File: src/rtl/mem_data_buffer.sv
module mem_data_buffer #(
  parameter int DW = 32
) (
  input  logic          clk,
  input  logic          rst,
  input  logic          src_ext,
  input  logic          wr,
  input  logic          rd_int,
  input  logic          rd_ext,
  input  logic [DW-1:0] ext_in,
  input  logic [DW-1:0] int_in,
  output logic [DW-1:0] ext_out,
  output logic          ext_oe,
  output logic [DW-1:0] int_out,
  output logic          int_oe,
  output logic          conflict
);

  logic [DW-1:0] word_q;
  logic [DW-1:0] load_val;

  assign load_val = src_ext ? ext_in : int_in;

  always_ff @(posedge clk) begin
    if (rst)
      word_q <= '0;
    else if (wr)
      word_q <= load_val;
  end

  assign int_oe   = rd_int & ~rst;
  assign ext_oe   = rd_ext & ~rst;
  assign int_out  = int_oe ? word_q : '0;
  assign ext_out  = ext_oe ? word_q : '0;
  assign conflict = wr & (src_ext ? rd_ext : rd_int);

  assert_reset_clears_R1: assert property (@(posedge clk)
    rst |=> (word_q == '0));

  assert_load_ext_R2: assert property (@(posedge clk) disable iff (rst)
    (wr && src_ext) |=> (word_q == $past(ext_in)));

  assert_load_int_R3: assert property (@(posedge clk) disable iff (rst)
    (wr && !src_ext) |=> (word_q == $past(int_in)));

  assert_hold_R4: assert property (@(posedge clk) disable iff (rst)
    !wr |=> $stable(word_q));

  assert_drivers_released_R10: assert property (@(posedge clk)
    rst |-> (!int_oe && !ext_oe && int_out == '0 && ext_out == '0));

endmodule

File: config.mk
export PLATFORM = sky130hd
export DESIGN_NAME = mem_data_buffer
export DESIGN_NICKNAME = d
export VERILOG_FILES = /design/src/rtl/mem_data_buffer.sv
export SDC_FILE = /design/constraint.sdc
export NUM_CORES = 1
export LEC_CHECK = 0
export ABC_AREA = 0
export BUFFER_PORTS_ARGS = -buffer_cell sky130_fd_sc_hd__buf_2
export CORE_UTILIZATION = 35
export DETAILED_ROUTE_END_ITERATION = 8
export PLACE_DENSITY = 0.7
export SYNTH_ARGS = -nofsm -noshare
export SYNTH_HDL_FRONTEND = slang
export SYNTH_SLANG_ARGS = --single-unit
File: constraint.sdc
create_clock -name clk -period 1.73 [get_ports clk]
set_input_delay 0.4325 -clock clk [delete_from_list [all_inputs] [get_ports clk]]
set_output_delay 0.4325 -clock clk [all_outputs]
set_load 0.01 [all_outputs]
==> impl_metrics.tcl <==
set metrics [dict create \
    status "completed" \
    stdcell_count 418 \
    drive_above_1_share_pct 43.68 \
    grt_overflow 0 \
    numCtsBuffers 5 \
    cts_buffer_depth 2 \
    clock_tree.root_cell "clkbuf_8" \
    portBuffers 136 \
    p_leak_uw 0.001476 \
    synth.area.top_cells "dfxtp_1, and2_1, mux2i_1" \
    avgViaCountPerCell 4.495 \
    synth_edf_count 0 \
    hp-class "reg -> reg" \
    min_from "word_q[6]" \
    cts_setup_buffers 0 \
    initial_utilization_pct 36.94 \
    synth_warnings 0 \
    dieArea_um2 5759 \
    timing.rr.start "word_q[9]" \
    skew_ns 0 \
    hold_path_depth 2 \
    switching_share_pct 26.47 \
    met2_usage_pct 29.11 \
    worst_pin_slew_ns 0.3541 \
    fmax_ghz 0.6130 \
    synth.distinct_cells 14 \
    synth_nets 287 \
    r2r-end "word_q[9]" \
    core_area_um2 5172 \
    yosys.area.top_type "dfxtp_1" \
    clkSlewWorstSetupHoldPaths_ns 0.06 \
    grt_usage_pct 16.38 \
    cts_hold_buf 0 \
    intPower_uw 1315 \
    reg.largest.list "word_q (32)" \
    ys_ff_latch 32 \
    regToRegSetupSlack_ns 1.04 \
    holdPathEnd "word_q[6]" \
    rsz0062_at_grt "no" \
    ctsResizeCount 0 \
    synth_top_area_share_pct 33.53 \
    rows 26 \
    drv_cap 0 \
    p_comb_share_pct 21.6 \
    routedWlPerCell_um 11.76 \
    h-tree-depth 2 \
    ys_seq_area_share_pct 33.53 \
    min_period_ns 1.631 \
    regMostFlops "word_q" \
    cp_max_fo 33 \
    fin_nets 417 \
    cts_tree "built" \
    switchingPower_uw 473.2 \
    syn-cell-area_um2 1911 \
    end_kind "primary output" \
    seqPwrFrac_pct 46.2 \
    yosysMostFrequentCell "and2_1" \
    fin_tns_setup_ns 0 \
    post-dp-hpwl_mm 3.723 \
    fin_crit_sh_pct 94.30 \
    r2r_cells 2 \
    cts_sinks 32 \
    synth_common_cells "and2_1, mux2i_1, a211oi_1, dfxtp_1, nor2_1" \
    antenna_left 0 \
    grt_max_degree 34 \
    drt_iter0_drc 36 \
    required_ns 1.30 \
    met3_usage_pct 3.439 \
    critPathKind "in -> out" \
    async_reset_ff_share_pct 0 \
    cp-startpoint "rst" \
    diodes 0 \
    place_congestion 0.7286 \
    ios 137 \
    via_count 1879 \
    setup_viol 0 \
    first_global_vias 1524 \
    drt_first_pass_iters 4 \
    relSlewSlack_pct 76.39 \
    die_width_um 75.89 \
    top_usage_layer "met2" \
    grt_pass1_wl_mm 7.038 \
    clock_latency_ns 0.27 \
    slew_viol_final 0 \
    clkPwrFrac_pct 32.2 \
    p_per_area_nw_per_um2 661.3 \
    dpl.cell_count 410 \
    synth_ff_type "dfxtp_1" \
    hold_viol 0 \
    drt-total-wl_mm 4.914 \
    utilization_pct 52.27 \
    irDropWorstVdd_mv 0.2911 \
    crit_arrival_ns 1.20 \
    crit_path_start_kind "primary input" \
    antenna_found_initial 0 \
    synth_area_per_cell_um2 8.805 \
    synthCells 217 \
    die_h_um 75.89 \
    area_growth_pct 41.52 \
    grt_use_met1_pct 19.48 \
    drc_errors 0 \
    largest_reg_flops 32 \
]
critical path, stage by stage:
cell and delay [ns]:
buf_2 0.14, nor2b_2 0.17, buf_12 0.18, and2_1 0.15, buf_2 0.13
per-stage QoR:
step	total power, µW	area [µm²]	hold WS, ns	setup slack (ns)
2_1_floorplan	1076	1911	0.4666	0.1729
3_3_place_gp	1224	2614	0.4778	0.1160
3_5_place_dp	1234	2614	0.4854	0.08367
4_1_cts	1821	2704	0.4852	0.08368
5_1_grt	1901	2704	0.4947	0.02729
6_report	1788	2704	0.4935	0.09861
worst max path at each step:
stage | endpoint | slack, ns | cells past startpoint
5_1_grt | int_out[9] | 0.03 | 5
3_3_place_gp | int_out[2] | 0.12 | 5
2_1_floorplan | int_out[22] | 0.17 | 4
4_1_cts | int_out[19] | 0.08 | 5
3_5_place_dp | int_out[19] | 0.08 | 5
6_report | int_out[19] | 0.1 | 5
layout make-up:
cell class / instances / area, µm²
timing repair buffer: 144 / 765.7
multi-input combinational: 164 / 1120
tap: 70 / 87.58
clock buffer: 8 / 90.09
fill: 523 / 2469
sequential: 32 / 640.6
power by group through the flow:
stage                     logic, µW  clock network (µW)  registers (µW)
after floorplan                 244                   0             832
after global placement          383                   0             842
after detailed placement        390                   0             843
after CTS                       392                 602             827
after global routing            433                 633             835
final                           386                 576             827
layout by cell type (no fill, tap or decap):
cell / n
nor2_1: 32
a211oi_1: 32
buf_12: 2
buf_4: 6
clkbuf_1: 2
nor2b_2: 1
and2_1: 64
nor2b_4: 1
clkbuf_8: 6
dfxtp_1: 32
mux2i_1: 33
nor2b_1: 1
buf_2: 136
metal layers:
metal	vias to the layer above	part of all wire [%]
met2	77	47
met1	803	45
li1	995	-
met3	4	6.5
met5	-	0
met4	0	1.0
cells by family (layout without fill, tap and decap cells):
| kind of cell | count (synthesis) | count (layout) | synth area share [%] |
|---|---|---|---|
| simple gates | 99 | 99 | 28.75 |
| compound gates | 32 | 32 | 12.57 |
| flops | 32 | 32 | 33.53 |
| mux | 33 | 33 | 17.29 |
| buf+inv | 21 | 152 | 7.859 |
Note: power is estimated with default switching activity, not from simulation.
